<file path="src/rtl/frmul_pkg.sv">
`timescale 1ns/1ps
package frmul_pkg;
  // First source operand select
  typedef enum logic [1:0] {
    S1_X0 = 2'd0,
    S1_X1 = 2'd1,
    S1_Y0 = 2'd2,
    S1_A1 = 2'd3
  } src1_e;

  // Second source operand select
  typedef enum logic [1:0] {
    S2_Y0 = 2'd0,
    S2_Y1 = 2'd1,
    S2_X0 = 2'd2,
    S2_A1 = 2'd3
  } src2_e;

  // Destination register select
  typedef enum logic [1:0] {
    D_M0 = 2'd0,
    D_M1 = 2'd1,
    D_A0 = 2'd2,
    D_A1 = 2'd3
  } dst_e;
endpackage

</file>
<file path="src/rtl/frmul_opsel.sv">
`timescale 1ns/1ps
module frmul_opsel
  import frmul_pkg::*;
#(
  parameter int DATA_W = 32,
  localparam int HALF_W = DATA_W / 2
) (
  input  src1_e              sel1,
  input  src2_e              sel2,
  input  logic [DATA_W-1:0]  x0,
  input  logic [DATA_W-1:0]  x1,
  input  logic [DATA_W-1:0]  y0,
  input  logic [DATA_W-1:0]  y1,
  input  logic [DATA_W-1:0]  a1_lo,
  output logic [HALF_W-1:0]  op_a,
  output logic [HALF_W-1:0]  op_b
);
  logic [DATA_W-1:0] word_a;
  logic [DATA_W-1:0] word_b;

  always_comb begin
    unique case (sel1)
      S1_X0:   word_a = x0;
      S1_X1:   word_a = x1;
      S1_Y0:   word_a = y0;
      default: word_a = a1_lo;
    endcase
  end

  always_comb begin
    unique case (sel2)
      S2_Y0:   word_b = y0;
      S2_Y1:   word_b = y1;
      S2_X0:   word_b = x0;
      default: word_b = a1_lo;
    endcase
  end

  // Fractional multiply uses the upper halves only
  assign op_a = word_a[DATA_W-1:HALF_W];
  assign op_b = word_b[DATA_W-1:HALF_W];
endmodule

</file>
<file path="src/rtl/frmul_core.sv">
`timescale 1ns/1ps
module frmul_core #(
  parameter int DATA_W  = 32,
  parameter int GUARD_W = 8,
  localparam int HALF_W = DATA_W / 2,
  localparam int WIDE_W = DATA_W + GUARD_W
) (
  input  logic [HALF_W-1:0] op_a,
  input  logic [HALF_W-1:0] op_b,
  input  logic              sat_mode,
  output logic [WIDE_W-1:0] result,
  output logic              ovf
);
  localparam logic [HALF_W-1:0] NEG_ONE = {1'b1, {(HALF_W-1){1'b0}}};
  localparam logic [DATA_W-1:0] POS_MAX = {1'b0, {(DATA_W-1){1'b1}}};

  logic signed [DATA_W-1:0] prod;
  logic        [DATA_W-1:0] aligned;
  logic        [DATA_W-1:0] body;
  logic        [GUARD_W-1:0] guard;

  assign prod    = $signed(op_a) * $signed(op_b);
  assign aligned = {prod[DATA_W-2:0], 1'b0};
  assign ovf     = (op_a == NEG_ONE) && (op_b == NEG_ONE);

  always_comb begin
    if (ovf) begin
      body  = sat_mode ? POS_MAX : aligned;
      guard = '0;
    end else begin
      body  = aligned;
      guard = {GUARD_W{aligned[DATA_W-1]}};
    end
  end

  assign result = {guard, body};
endmodule

</file>
<file path="src/rtl/frmul_regs.sv">
`timescale 1ns/1ps
module frmul_regs
  import frmul_pkg::*;
#(
  parameter int DATA_W  = 32,
  parameter int GUARD_W = 8,
  localparam int WIDE_W = DATA_W + GUARD_W,
  localparam int N_NARROW = 2,
  localparam int N_WIDE   = 2
) (
  input  logic              clk,
  input  logic              rst_n,
  input  logic              wr_en,
  input  dst_e              wr_sel,
  input  logic [WIDE_W-1:0] wr_data,
  output logic [DATA_W-1:0] m0_q,
  output logic [DATA_W-1:0] m1_q,
  output logic [WIDE_W-1:0] a0_q,
  output logic [WIDE_W-1:0] a1_q
);
  logic [DATA_W-1:0] narrow_q [N_NARROW];
  logic [WIDE_W-1:0] wide_q   [N_WIDE];

  for (genvar i = 0; i < N_NARROW; i++) begin : g_narrow
    logic              hit;
    logic [DATA_W-1:0] nxt;
    assign hit = wr_en && (wr_sel == dst_e'(i));
    always_comb nxt = wr_data[DATA_W-1:0];
    always_ff @(posedge clk or negedge rst_n) begin
      if (!rst_n)   narrow_q[i] <= '0;
      else if (hit) narrow_q[i] <= nxt;
    end
  end

  for (genvar j = 0; j < N_WIDE; j++) begin : g_wide
    logic              hit;
    logic [WIDE_W-1:0] nxt;
    assign hit = wr_en && (wr_sel == dst_e'(j + N_NARROW));
    always_comb nxt = wr_data;
    always_ff @(posedge clk or negedge rst_n) begin
      if (!rst_n)   wide_q[j] <= '0;
      else if (hit) wide_q[j] <= nxt;
    end
  end

  assign m0_q = narrow_q[0];
  assign m1_q = narrow_q[1];
  assign a0_q = wide_q[0];
  assign a1_q = wide_q[1];

  // no write request, no register moves
  assert_hold_R8: assert property (@(posedge clk) disable iff (!rst_n)
    !wr_en |=> ($stable(m0_q) && $stable(m1_q) && $stable(a0_q) && $stable(a1_q)));

  // at most one destination changes per write
  assert_single_dest_R8: assert property (@(posedge clk) disable iff (!rst_n)
    wr_en |=> ($countones({m0_q != $past(m0_q), m1_q != $past(m1_q),
                           a0_q != $past(a0_q), a1_q != $past(a1_q)}) <= 1));
endmodule

</file>
<file path="src/rtl/frmul_unit.sv">
`timescale 1ns/1ps
module frmul_unit
  import frmul_pkg::*;
#(
  parameter int DATA_W  = 32,
  parameter int GUARD_W = 8,
  localparam int HALF_W = DATA_W / 2,
  localparam int WIDE_W = DATA_W + GUARD_W
) (
  input  logic              clk,
  input  logic              rst_n,
  input  logic              mul_valid,
  input  logic              sat_mode,
  input  logic [1:0]        src1_sel,
  input  logic [1:0]        src2_sel,
  input  logic [1:0]        dst_sel,
  input  logic [DATA_W-1:0] x0_in,
  input  logic [DATA_W-1:0] x1_in,
  input  logic [DATA_W-1:0] y0_in,
  input  logic [DATA_W-1:0] y1_in,
  output logic [DATA_W-1:0] m0_out,
  output logic [DATA_W-1:0] m1_out,
  output logic [WIDE_W-1:0] a0_out,
  output logic [WIDE_W-1:0] a1_out
);
  localparam logic [HALF_W-1:0] NEG_ONE = {1'b1, {(HALF_W-1){1'b0}}};

  // Reset: asynchronous assertion, release through two flops
  logic rst_meta, rst_core_n;
  always_ff @(posedge clk or negedge rst_n) begin
    if (!rst_n) begin
      rst_meta   <= 1'b0;
      rst_core_n <= 1'b0;
    end else begin
      rst_meta   <= 1'b1;
      rst_core_n <= rst_meta;
    end
  end

  logic [HALF_W-1:0] op_a, op_b;
  logic [WIDE_W-1:0] result;
  logic              ovf;

  frmul_opsel #(.DATA_W(DATA_W)) u_opsel (
    .sel1  (src1_e'(src1_sel)),
    .sel2  (src2_e'(src2_sel)),
    .x0    (x0_in),
    .x1    (x1_in),
    .y0    (y0_in),
    .y1    (y1_in),
    .a1_lo (a1_out[DATA_W-1:0]),
    .op_a  (op_a),
    .op_b  (op_b)
  );

  frmul_core #(.DATA_W(DATA_W), .GUARD_W(GUARD_W)) u_core (
    .op_a     (op_a),
    .op_b     (op_b),
    .sat_mode (sat_mode),
    .result   (result),
    .ovf      (ovf)
  );

  frmul_regs #(.DATA_W(DATA_W), .GUARD_W(GUARD_W)) u_regs (
    .clk     (clk),
    .rst_n   (rst_core_n),
    .wr_en   (mul_valid),
    .wr_sel  (dst_e'(dst_sel)),
    .wr_data (result),
    .m0_q    (m0_out),
    .m1_q    (m1_out),
    .a0_q    (a0_out),
    .a1_q    (a1_out)
  );

  // a non-clamping write leaves bit 0 clear
  assert_lsb_zero_R3: assert property (@(posedge clk) disable iff (!rst_core_n)
    (mul_valid && !sat_mode && dst_sel == 2'd0) |=> (m0_out[0] == 1'b0));

  // unclamped overflow into a wide register
  assert_wrap_R4: assert property (@(posedge clk) disable iff (!rst_core_n)
    (mul_valid && !sat_mode && dst_sel == 2'd2 && op_a == NEG_ONE && op_b == NEG_ONE)
    |=> (a0_out == {{GUARD_W{1'b0}}, 1'b1, {(DATA_W-1){1'b0}}}));

  // clamped overflow into a wide register
  assert_clamp_R5: assert property (@(posedge clk) disable iff (!rst_core_n)
    (mul_valid && sat_mode && dst_sel == 2'd3 && op_a == NEG_ONE && op_b == NEG_ONE)
    |=> (a1_out == {{GUARD_W{1'b0}}, 1'b0, {(DATA_W-1){1'b1}}}));

  // guard bits follow bit 31 outside the overflow case
  assert_guard_fill_R6: assert property (@(posedge clk) disable iff (!rst_core_n)
    (mul_valid && dst_sel == 2'd2 && !ovf)
    |=> (a0_out[WIDE_W-1:DATA_W] == {GUARD_W{a0_out[DATA_W-1]}}));
endmodule

</file>
<file path="config.mk">
export PLATFORM = sky130hd
export DESIGN_NAME = frmul_unit
export DESIGN_NICKNAME = d
export VERILOG_FILES = /design/src/rtl/frmul_pkg.sv /design/src/rtl/frmul_opsel.sv /design/src/rtl/frmul_core.sv /design/src/rtl/frmul_regs.sv /design/src/rtl/frmul_unit.sv
export SDC_FILE = /design/constraint.sdc
export NUM_CORES = 1
export LEC_CHECK = 0
export CAP_MARGIN = 5
export CORE_AREA = 4 4 207 209
export DETAILED_ROUTE_END_ITERATION = 7
export DIE_AREA = 0 0 211 213
export DONT_BUFFER_PORTS = 1
export SETUP_SLACK_MARGIN = 0.2
export SLEW_MARGIN = 10
export SYNTH_ARGS = -nofsm -noshare
export SYNTH_HDL_FRONTEND = slang
export SYNTH_SLANG_ARGS = --single-unit
export TNS_END_PERCENT = 5
</file>
<file path="constraint.sdc">
create_clock -name clk -period 9.46 [get_ports clk]
set_input_delay 2.838 -clock clk [delete_from_list [all_inputs] [get_ports clk]]
set_output_delay 2.838 -clock clk [all_outputs]
set_load 0.005 [all_outputs]
</file>
# [Yosys cells after proc, flatten, opt, wreduce, memory -nomap -nowiden]
# Cells that the tools add are included.
[word_totals] reg_bits=146 latchBits=0 elab_cells=29 mem_count=0 output_inout_bits=144 mem_bits_ro=0 ram_bits=0
[classes] reduce_logical=8 magnitude_cmp=0 n_shift=0 n_mux=5 n_eq_ne=9 div_mod_pow=0 n_mul=1 addsub=0 n_bitwise=0
[op_table] op="$pmux 32 s3" count=2
[op_table] op="$mux 32" count=2
[op_table] op="$eq 16x16->1 const B" count=2
[op_table] op="$mul 16x16->31" count=1
[op_table] op="$eq 2x2->1 const B" count=4
[op_table] op="$mux 8" count=1
[op_table] op="$eq 2x1->1 const B" count=3
[op_table] op="$logic_not 2->1" count=3
[op_table] op="$logic_and 1x1->1" count=5

# [Logic depth before layout (Yosys ltp)]
# Gate-level depths: netlist of run 1.
[logic_depth] ltp_word=5 mapped_depth=28 mapped_depth_nobuf=24

# [By module]
# Synthesis of run 1 repeated with hierarchy kept, for this count alone.
[hier_totals] cells_unflattened=1491 area_unflattened_um2=16419.5
[modules_own_cells] mod="frmul_core" cells_per_inst=1142 area_per_inst_um2=10090.9 n_inst=1 seq_area_each_um2=0.0
[modules_own_cells] mod="frmul_regs" cells_per_inst=306 area_per_inst_um2=5381.4 n_inst=1 seq_area_each_um2=3603.5
[modules_own_cells] mod="frmul_opsel" cells_per_inst=40 area_per_inst_um2=893.4 n_inst=1 seq_area_each_um2=0.0
[modules_own_cells] mod="frmul_unit" cells_per_inst=3 area_per_inst_um2=53.8 n_inst=1 seq_area_each_um2=50.0

# [Worst setup path after synthesis of run 1]
# Ideal clock, no wire load.
[synth_path] path_kind="input-to-reg" start="input port src1_sel[0]" end="register u_regs.narrow_q (netlist bit u_regs.m0_q[30])" t_arrival_ns=9.864 path_buffers=4 setup_slack_ns=-0.552 path_stages=25 required_time_ns=9.312 setup_ns=0.148 path_cell_list="buf_2 > buf_2 > buf_2 > buf_1 > mux2_2 > o21ai_1 > nor2_1 > fa_1 > inv_1 > fa_1 > fa_1 > inv_1 > fa_1 > fa_1 > inv_1 > fa_1 > inv_1 > ha_1 > a21o_1 > a21o_1 > a211oi_1 > a211oi_1 > o2111a_1 > a311oi_1 > a21oi_1"
[synth_between] elab_chain_cells=5 elab_cells_between_ends=9 classes_between="mul: 1; eq/ne: 3; mux: 3; reduce/logical: 2"
[synth_rtl] element="from (decl)" line_no="frmul_unit.sv:14" source="input logic [1:0] src1_sel,"
[synth_rtl] element="$eq 2x2->1, or another cell as far along" line_no="frmul_opsel.sv:22" source="unique case (sel1)"
[synth_rtl] element="$pmux 32 s3 *" line_no="frmul_opsel.sv:22"
[synth_rtl] element="$mul 16x16->31 or $eq 16x16->1 (tied branches)" line_no="frmul_core.sv:22, frmul_core.sv:24"
[synth_rtl] element="$mux 32 or $logic_and 1x1->1 (tied branches)" line_no="frmul_core.sv:28, frmul_core.sv:24"
[synth_rtl] element="$mux 32 *" line_no="frmul_core.sv:27" source="if (ovf) begin"
[synth_rtl] element="to (signal, indexed assignment)" line_no="frmul_regs.sv:31" source="else if (hit) narrow_q[i] <= nxt;"
[synth_rtl] element="to (decl)" line_no="frmul_regs.sv:21" source="logic [DATA_W-1:0] narrow_q [N_NARROW];"
# Mark *: on every way between the ends. The rest lies on a longest branch, timed or not.
# A chain may end at the register's enable or synchronous reset.

# [Worst setup path in the final report of run 1]
[layout_path] start="input port src1_sel[1]" end="register u_regs.wide_q (netlist bit u_regs.a0_q[27])"
[layout_between] elab_chain_cells=5 elab_cells_between_ends=9 classes_between="mul: 1; eq/ne: 3; mux: 3; reduce/logical: 2"
[layout_rtl] element="$eq 2x2->1, or another cell as far along" line_no="frmul_opsel.sv:22"
[layout_rtl] element="$pmux 32 s3 *" line_no="frmul_opsel.sv:22"
[layout_rtl] element="$mul 16x16->31 or $eq 16x16->1 (tied branches)" line_no="frmul_core.sv:22, frmul_core.sv:24"
[layout_rtl] element="$mux 32 or $logic_and 1x1->1 (tied branches)" line_no="frmul_core.sv:28, frmul_core.sv:24"
[layout_rtl] element="$mux 32 *" line_no="frmul_core.sv:27"
[layout_rtl] element="to (signal, indexed assignment)" line_no="frmul_regs.sv:42" source="else if (hit) wide_q[j] <= nxt;"
[layout_rtl] element="to (decl)" line_no="frmul_regs.sv:22" source="logic [WIDE_W-1:0] wide_q [N_WIDE];"
# Marks and branches as above.

==> impl_metrics.csv, run 1 <==
group,metric,value,unit
outcome,status,"finished clean",
detailed_routing,ant_nets,0,
clock_network,clockBufferDepth,2,
timing,fin_crit_sh,95.42,%
finish,area_delta_synth_final,10.88,%
detailed_routing,wl_per_cell,20.93,microns
yosys,ys_seq_area_share,20.87,%
yosys,synth_nets,2175,
detailed_routing,viasPerCell,5.255,
placed_design,pre_cts_slack,-0.1980,ns
worst_setup_path,arrival,9.27,ns
floorplan,initial_core_util,38.77,%
clock_network,clock_latency,0.41,ns
detailed_routing,drt_iter0_markers,700,
global_route,antenna_found_initial,6,
clock_network,htreeDepth,4,
worst_setup_path,required,9.70,ns
yosys,yosysWarnings,0,
yosys,async_reset_ff_share,100.0,%
detailed_routing,drt_first_pass_iters,6,
worst_setup_path,r2r_start,"u_regs.a1_q[20]",
timing,finalHoldViolCount,0,
finish,final_layout_size_suffix_gt1_share,11.72,%
placed_design,dp_hpwl,39270,microns
timing,relSlewSlack,28.98,%
timing,tightestPinTransition,1.065,ns
finish,final_core_util,42.99,%
floorplan,fp-row-count,74,
clock_network,cts_root_buffer,"clkbuf_16",
global_route,grt_overflow,0,
worst_setup_path,crit_fanout,37,
global_route,grt_pass1_wl,75920,microns
min_path,hp-class,"flop to async pin",
detailed_routing,num_vias,11954,
yosys,syn_area,0.01583,sq mm
clock_network,clock_sinks,132,
yosys,synth.top_cell.area_share,32.37,%
timing,holdWs,0.3218,ns
timing,setup_viol,0,
timing,worst_slack,0.4333,ns
yosys,ys_top_cells_by_area,"fa_1 32%, dfrtp_1 21%, inv_1 7.1%",
worst_setup_path,cp-start-kind,"input pin",
finish,fillerInstances,3920,
timing,fin_setup_tns,0,ns
global_route,grt_usage,21.82,%
clock_network,ctsHoldBuffers,0,
yosys,synth_cells,1701,
yosys,synth_cell_types,59,
floorplan,die_height,213,microns
placed_design,gp_congestion,0.9507,
timing,rsz0062_at_grt,"true",
global_route,grt_max_degree,88,
clock_network,cts_tree,"yes",
timing,fmax,0.1108,GHz
floorplan,die_x,211,microns
clock_network,cts_inserted_buffers,17,
floorplan,dieArea,0.04494,sq mm
global_route,grt_pass1_vias,12844,
worst_setup_path,reg2reg_depth,23,
worst_setup_path,crit_path_end_kind,"flop",
flow_run,cap_violations,0,
yosys,syn_area_per_cell,9.306,sq um
detailed_routing,drc,0,
detailed_routing,wirelength,47620,microns
floorplan,fp.coreArea,0.04083,sq mm
placed_design,portBuffers,0,
floorplan,num_io_pins,282,
timing,layout_min_cycle_time,9.027,ns
worst_setup_path,critical_path_class,"input pin to flop",
worst_setup_path,startpoint,"src1_sel[1]",
yosys,yosysTopAreaCell,"fa_1",
yosys,synth_flop_cell,"dfrtp_1",
yosys,synth_seq_cells,132,
finish,fin_nets,2202,
timing,final_max_slew_viol_count,0,
yosys,synth_edf_count,0,
clock_network,clk_pin_slew_worst_paths,0.07,ns
timing,finalClockSkew,0.01176,ns
-- per-layer routing --
metal  part of all wire, %  GRT usage [%]  up-vias
li1                      -              -     5372
met1                    39          28.43     5999
met2                    46          33.91      517
met3                    12          9.242       60
met4                   2.3          5.589        6
met5                 0.086              0        -
-- path summary, 6_finish.rpt --
| check | endpoint | slack [ns] |
|---|---|---|
| max | u_regs.a0_q[27] | 0.43 |
| min | u_regs.m1_q[8] | 0.32 |
| max reg2reg | u_regs.a0_q[27] | 2.30 |
| min reg2reg | u_regs.m1_q[8] | 0.32 |
| max in group asynchronous | rst_core_n | 7.26 |
| min in group clk | rst_core_n | 0.36 |
-- Yosys cell counts, types with 11 or more instances --
| cell type | instances |
|---|---|
| a21o_1 | 11 |
| o21ai_0 | 108 |
| xnor2_1 | 24 |
| dfrtp_1 | 132 |
| and2_1 | 40 |
| nor2_1 | 141 |
| inv_1 | 299 |
| nand2_1 | 274 |
| buf_4 | 15 |
| fa_1 | 256 |
| o21ai_1 | 32 |
| mux4_2 | 28 |
| mux2_2 | 18 |
| mux2i_1 | 26 |
| buf_2 | 12 |
| a21oi_1 | 38 |
| clkbuf_1 | 58 |
| ha_1 | 80 |
-- cell usage in the layout, fill, tap and decap left out, types with 28 or more instances in the layout --
cell type / count
nor2_1: 141
dfrtp_1: 131
buf_4: 97
ha_1: 80
mux4_2: 28
a21oi_1: 36
and2_1: 40
o21ai_1: 32
o21ai_0: 102
fa_1: 255
nand2_1: 274
inv_1: 298
-- worst max-delay path, cell delays in order --
cell and delay (ns):
mux4_2 0.58, nand2_1 0.16, inv_1 0.10, fa_2 0.64
inv_1 0.08, fa_1 0.59, inv_4 0.04, fa_1 0.47
fa_1 0.53, fa_1 0.50, inv_1 0.05, fa_1 0.48
inv_1 0.04, ha_1 0.35, inv_1 0.07, o21ai_0 0.08
a221o_1 0.37, a32o_2 0.29, buf_4 0.14, or3_1 0.34
a21oi_1 0.22, buf_4 0.19, o21ai_0 0.09
-- logic make-up (layout without fill, tap and decap cells) --
| logic type | Yosys count | after routing | share of synthesized area (%) |
|---|---|---|---|
| mux | 72 | 72 | 6.908 |
| simple gates | 506 | 506 | 13.63 |
| xor+xnor | 31 | 31 | 1.715 |
| fa+ha+maj | 336 | 336 | 38.70 |
| buf+inv | 390 | 430 | 9.745 |
| compound gates | 233 | 233 | 8.418 |
| flops | 132 | 132 | 20.87 |
| other cells | 1 | 3 | 0.02369 |
-- what timing repair did --
action,CTS,global route
gates resized for setup,1,4
buffers inserted,0,0
setup endpoints to repair,2,18
endpoints found under the hold margin,0,0
-- state kept, by name (all words and copies together) (netlist names) --
signal / flops
u_regs.a0_q: 33
u_regs.a1_q: 33
u_regs.m0_q: 32
u_regs.m1_q: 32
rst_core_n: 1
rst_meta: 1
-- cell type report --
class	instances	area (sq um)	share of cell area (%)
Inverter	300	1129	6.430
Clock inverter	14	187.7	1.069
Timing Repair Buffer	98	748.2	4.263
Sequential cell	132	3307	18.84
Clock buffer	18	439.2	2.502
Antenna cell	2	5.005	0.02851
Multi-Input combinational cell	1179	11070	63.08
Tap cell	532	665.6	3.792
-- stage by stage --
step                instance area, sq um  instances
floorplan                          15970       1701
global placement                   16910       2241
detailed placement                 16910       2241
CTS                                17540       2273
global route                       17550       2275
finish                             17550       2275
Power of run 1 is left out: the tool's default activity adds up to more than one toggle a clock period on the data nets, which glitch-free logic cannot reach.
==> run 2, diff against run 1 <==
- CORE_AREA: 4 4 207 209 -> 2 2 205 207
- DIE_AREA: 0 0 211 213 -> 0 0 207 209
- GPL_TIMING_DRIVEN: unset -> 0
==> impl_metrics.csv, run 2 (synthesized netlist as in run 1, its figures left out) <==
group,metric,value,unit
min_path,hp-class,"flop to async pin",
floorplan,initial_core_util,38.34,%
global_route,grt_usage,25.08,%
detailed_routing,wl_per_cell,22.82,microns
clock_network,clockBufferDepth,2,
timing,fin_crit_sh,96.47,%
detailed_routing,num_vias,12578,
global_route,grt_max_degree,47,
outcome,status,"finished clean",
clock_network,clk_pin_slew_worst_paths,0.06,ns
global_route,grt_pass1_vias,13132,
timing,finalClockSkew,0.01145,ns
global_route,top_usage_layer,"met2",
worst_setup_path,reg2reg_depth,21,
detailed_routing,wirelength,53750,microns
clock_network,clock_latency,0.42,ns
global_route,antenna_found_initial,1,
timing,fin_setup_tns,0,ns
global_route,grt_util_met1,32.94,%
floorplan,fp.coreArea,0.04129,sq mm
flow_run,cap_violations,0,
timing,rsz0062_at_grt,"true",
floorplan,die_height,209,microns
timing,setup_viol,0,
finish,antenna_cells,0,
clock_network,cts_root_buffer,"clkbuf_16",
placed_design,gp_congestion,0.9738,
detailed_routing,drt_first_pass_iters,5,
timing,relSlewSlack,33.39,%
detailed_routing,drt_iter0_markers,853,
placed_design,dp_hpwl,42940,microns
worst_setup_path,critical_path_class,"input pin to flop",
detailed_routing,viasPerCell,5.341,
worst_setup_path,crit_fanout,10,
worst_setup_path,required,9.74,ns
finish,final_cell_mix,"295 x inv_1, 271 x nand2_1, 244 x fa_1",
finish,fin_nets,2277,
global_route,use_met3,7.063,%
placed_design,portBuffers,0,
clock_network,htreeDepth,4,
global_route,grtUsageMet2,40.68,%
floorplan,dieArea,0.04326,sq mm
global_route,grt_pass1_wl,82660,microns
detailed_routing,drc,0,
finish,area_delta_synth_final,18.88,%
clock_network,clock_sinks,132,
worst_setup_path,crit_path_end_kind,"flop",
worst_setup_path,r2r_start,"u_regs.a1_q[24]",
worst_setup_path,r2r_slack,2.35,ns
finish,final_common_cell,"inv_1",
timing,finalHoldViolCount,0,
floorplan,die_x,207,microns
clock_network,ctsHoldBuffers,0,
timing,tightestPinTransition,0.9916,ns
clock_network,cts_inserted_buffers,17,
finish,final_layout_size_suffix_gt1_share,17.24,%
worst_setup_path,arrival,9.40,ns
floorplan,fp-row-count,75,
worst_setup_path,cp-start-kind,"input pin",
global_route,grt_overflow,0,
worst_setup_path,regToRegEndpoint,"u_regs.m1_q[27]",
floorplan,num_io_pins,282,
clock_network,cts_tree,"yes",
timing,final_max_slew_viol_count,0,
timing,layout_min_cycle_time,9.126,ns
timing,fmax,0.1096,GHz
detailed_routing,ant_nets,0,
## run 2: cell types whose count changed in the layout (fill, tap and decap cells not counted), moves of 10 or more
cell	delta
buf_12	+15
fa_2	+11
clkbuf_1	+27
ha_1	-10
o21ai_4	+11
fa_1	-11
## run 2: per-stage QoR
| stage | hold WS, ns | std cells | setup WS (ns) | utilization, % | cell area, sq um |
|---|---|---|---|---|---|
| after floorplan | 0.3312 | 1701 | 0.1940 | - | 15970 |
| after global routing | 0.3571 | 2355 | 0.1345 | 45.58 | 18820 |
| after detailed placement | 0.3356 | 2242 | -2.120 | 40.41 | 16690 |
| final | 0.3385 | 2355 | 0.3342 | 45.58 | 18820 |
| after global placement | 0.3375 | 2240 | -1.998 | 40.31 | 16640 |
| after CTS | 0.3496 | 2311 | 0.1902 | 43.82 | 18090 |
## run 2: repair_timing
action / 4_1_cts / 5_1_grt
pin swaps: 18 / 44
endpoints found under the setup margin: 86 / 56
cloned: 3 / 2
buffers inserted: 36 / 45
gates resized for setup: 112 / 91
## run 2: per-layer routing
layer	vias to the layer above	wire [microns]	share of wire [%]
li1	5530	-	-
met1	6396	21450	40
met2	579	25250	47
met3	71	5505	10
met4	2	1530	2.8
met5	-	13	0.024
## run 2: how the worst max path moves through the flow
stage / cells after the start / to / start / slack [ns]
finish: 25 / u_regs.m1_q[27] / src2_sel[0] / 0.33
global route: 28 / u_regs.m1_q[26] / src2_sel[0] / 0.13
CTS: 23 / u_regs.m0_q[30] / src1_sel[1] / 0.19
detailed placement: 25 / u_regs.a0_q[26] / src1_sel[1] / -2.12
global placement: 25 / u_regs.a0_q[26] / src1_sel[1] / -2.00
floorplan: 23 / u_regs.m0_q[30] / src1_sel[1] / 0.19
## run 2: worst max-delay path, stage by stage
cell,delay [ns]
buf_16,0.15
buf_12,0.16
buf_12,0.13
mux2_2,0.36
o21ai_4,0.23
buf_6,0.16
buf_4,0.11
nor2_1,0.05
fa_1,0.45
fa_1,0.59
fa_2,0.46
fa_2,0.50
fa_1,0.51
inv_1,0.05
fa_1,0.49
inv_1,0.04
ha_1,0.25
buf_2,0.17
a21oi_2,0.16
o21ai_2,0.10
a221o_1,0.31
a32o_2,0.33
or3_4,0.39
a21oi_4,0.25
o21ai_0,0.11
## run 2: cell type report
| class | instances | area, sq um |
|---|---|---|
| fillers | 3979 | 22470 |
| flip-flops and latches | 132 | 3307 |
| plain buffers | 85 | 706.9 |
| inverters | 300 | 1141 |
| clock buffers | 18 | 439.2 |
| well taps | 539 | 674.4 |
| clock inverters | 14 | 172.7 |
| multi-input cells | 1180 | 11580 |
| repair buffers | 87 | 802.0 |
Power of run 2 is left out for the same reason.
==> run 3, diff against run 2 <==
- PLACE_DENSITY: unset -> 0.5
==> impl_metrics.csv, run 3 (synthesized netlist as in run 1, its figures left out) <==
group,metric,value,unit
outcome,status,"finished clean",
floorplan,fp.coreArea,0.04129,sq mm
worst_setup_path,cp_slowest_cell,"fa_1",
worst_setup_path,arrival,9.43,ns
clock_network,cts_inserted_buffers,17,
worst_setup_path,r2r_slack,2.27,ns
worst_setup_path,path_common_cell,"fa_1",
finish,final_core_util,45.58,%
timing,finalClockSkew,0.008067,ns
global_route,grt_pass1_vias,12939,
floorplan,dieArea,0.04326,sq mm
global_route,grt_pass1_wl,84220,microns
floorplan,num_io_pins,282,
worst_setup_path,r2r_start,"u_regs.a1_q[24]",
finish,fillerInstances,4007,
finish,final_common_cell,"inv_1",
timing,finalHoldViolCount,0,
timing,fmax,0.1093,GHz
timing,tightestPinTransition,0.9962,ns
flow_run,cap_violations,0,
clock_network,cts_tree,"yes",
detailed_routing,wl_per_cell,23.62,microns
placed_design,dp_hpwl,44380,microns
finish,area_delta_synth_final,18.90,%
timing,fin_crit_sh,96.68,%
placed_design,portBuffers,0,
worst_setup_path,crit_path_end_kind,"flop",
worst_setup_path,path_depth,28,
timing,holdWs,0.1553,ns
detailed_routing,wirelength,55650,microns
worst_setup_path,regToRegEndpoint,"u_regs.m1_q[30]",
floorplan,fp-row-count,75,
timing,setup_viol,0,
global_route,grt_usage,26.00,%
detailed_routing,drt_iter0_markers,775,
detailed_routing,ant_nets,0,
timing,rsz0062_at_grt,"true",
floorplan,die_height,209,microns
worst_setup_path,cpLargestDelayFamily,"adder cells",
global_route,grt_max_degree,65,
worst_setup_path,slowest_delay,0.55,ns
timing,layout_min_cycle_time,9.145,ns
placed_design,gp_congestion,0.9276,
placed_design,pre_cts_slack,-1.995,ns
worst_setup_path,crit_fanout,8,
clock_network,clock_sinks,132,
worst_setup_path,required,9.75,ns
worst_setup_path,startpoint,"src1_sel[0]",
clock_network,clk_pin_slew_worst_paths,0.06,ns
min_path,hp-class,"flop to async pin",
timing,relSlewSlack,33.09,%
floorplan,die_x,207,microns
clock_network,clock_latency,0.42,ns
finish,fin_nets,2278,
finish,final_cell_mix,"292 x inv_1, 274 x nand2_1, 239 x fa_1",
worst_setup_path,reg2reg_depth,22,
clock_network,ctsHoldBuffers,0,
clock_network,cts_root_buffer,"clkbuf_16",
worst_setup_path,critical_path_class,"input pin to flop",
global_route,antenna_found_initial,2,
detailed_routing,viasPerCell,5.284,
detailed_routing,drt_first_pass_iters,7,
timing,final_max_slew_viol_count,0,
worst_setup_path,worst-path-buf-inv,10,
worst_setup_path,cp-start-kind,"input pin",
floorplan,initial_core_util,38.34,%
clock_network,htreeDepth,4,
timing,worst_slack,0.3145,ns
finish,final_layout_size_suffix_gt1_share,17.24,%
placed_design,dp_cells,2242,
finish,fin_cells,2356,
detailed_routing,num_vias,12449,
detailed_routing,drc,0,
clock_network,clockBufferDepth,2,
global_route,grt_overflow,0,
run 3: changes by cell type in the layout (fill, tap and decap cells not counted), moves of 4 or more:
cell,change
buf_16,+4
o21ai_0,+4
fa_2,+5
o21ai_2,-5
fa_1,-5
ha_4,-5
inv_2,+4
buf_8,+5
o41ai_4,-4
run 3: repair_timing:
| action | in CTS | in global routing |
|---|---|---|
| endpoints found under the setup margin | 86 | 61 |
| pin swaps | 17 | 39 |
| gates resized for setup | 97 | 115 |
| cloned | 2 | 2 |
| setup buffers | 35 | 48 |
run 3: metal layers:
| layer | vias to the layer above | GRT usage (%) | wire length, microns |
|---|---|---|---|
| met3 | 75 | 6.417 | 5059 |
| met1 | 6352 | 35.28 | 23270 |
| met5 | - | 0 | 13 |
| met2 | 491 | 42.07 | 25900 |
| met4 | 2 | 6.158 | 1406 |
| li1 | 5529 | - | - |
run 3: how the worst max path moves through the flow:
stage	end	slack (ns)
floorplan	u_regs.m0_q[30]	0.19
global placement	u_regs.m0_q[30]	-1.88
detailed placement	u_regs.m1_q[30]	-1.99
CTS	u_regs.a0_q[38]	0.14
global route	u_regs.m0_q[26]	0.16
finish	u_regs.m1_q[30]	0.31
run 3: layout make-up:
cell class                      count  area, sq um  share of cell area, %
Antenna cell                        1        2.502                0.01330
Clock buffer                       20        456.7                  2.426
Inverter                          300         1150                  6.109
Buffer                             85        744.5                  3.955
Multi-Input combinational cell   1179        11480                  60.99
Sequential cell                   132         3307                  17.57
Clock inverter                     11        150.1                 0.7977
Timing Repair Buffer               89        858.3                  4.560
Tap cell                          539        674.4                  3.583
run 3: stage by stage:
step,TNS [ns],area [sq um]
detailed placement,-121.96,16700
global placement,-116.92,16640
floorplan,0,15970
global route,0,18820
finish,0,18820
CTS,0,18010
Power of run 3 is left out for the same reason.
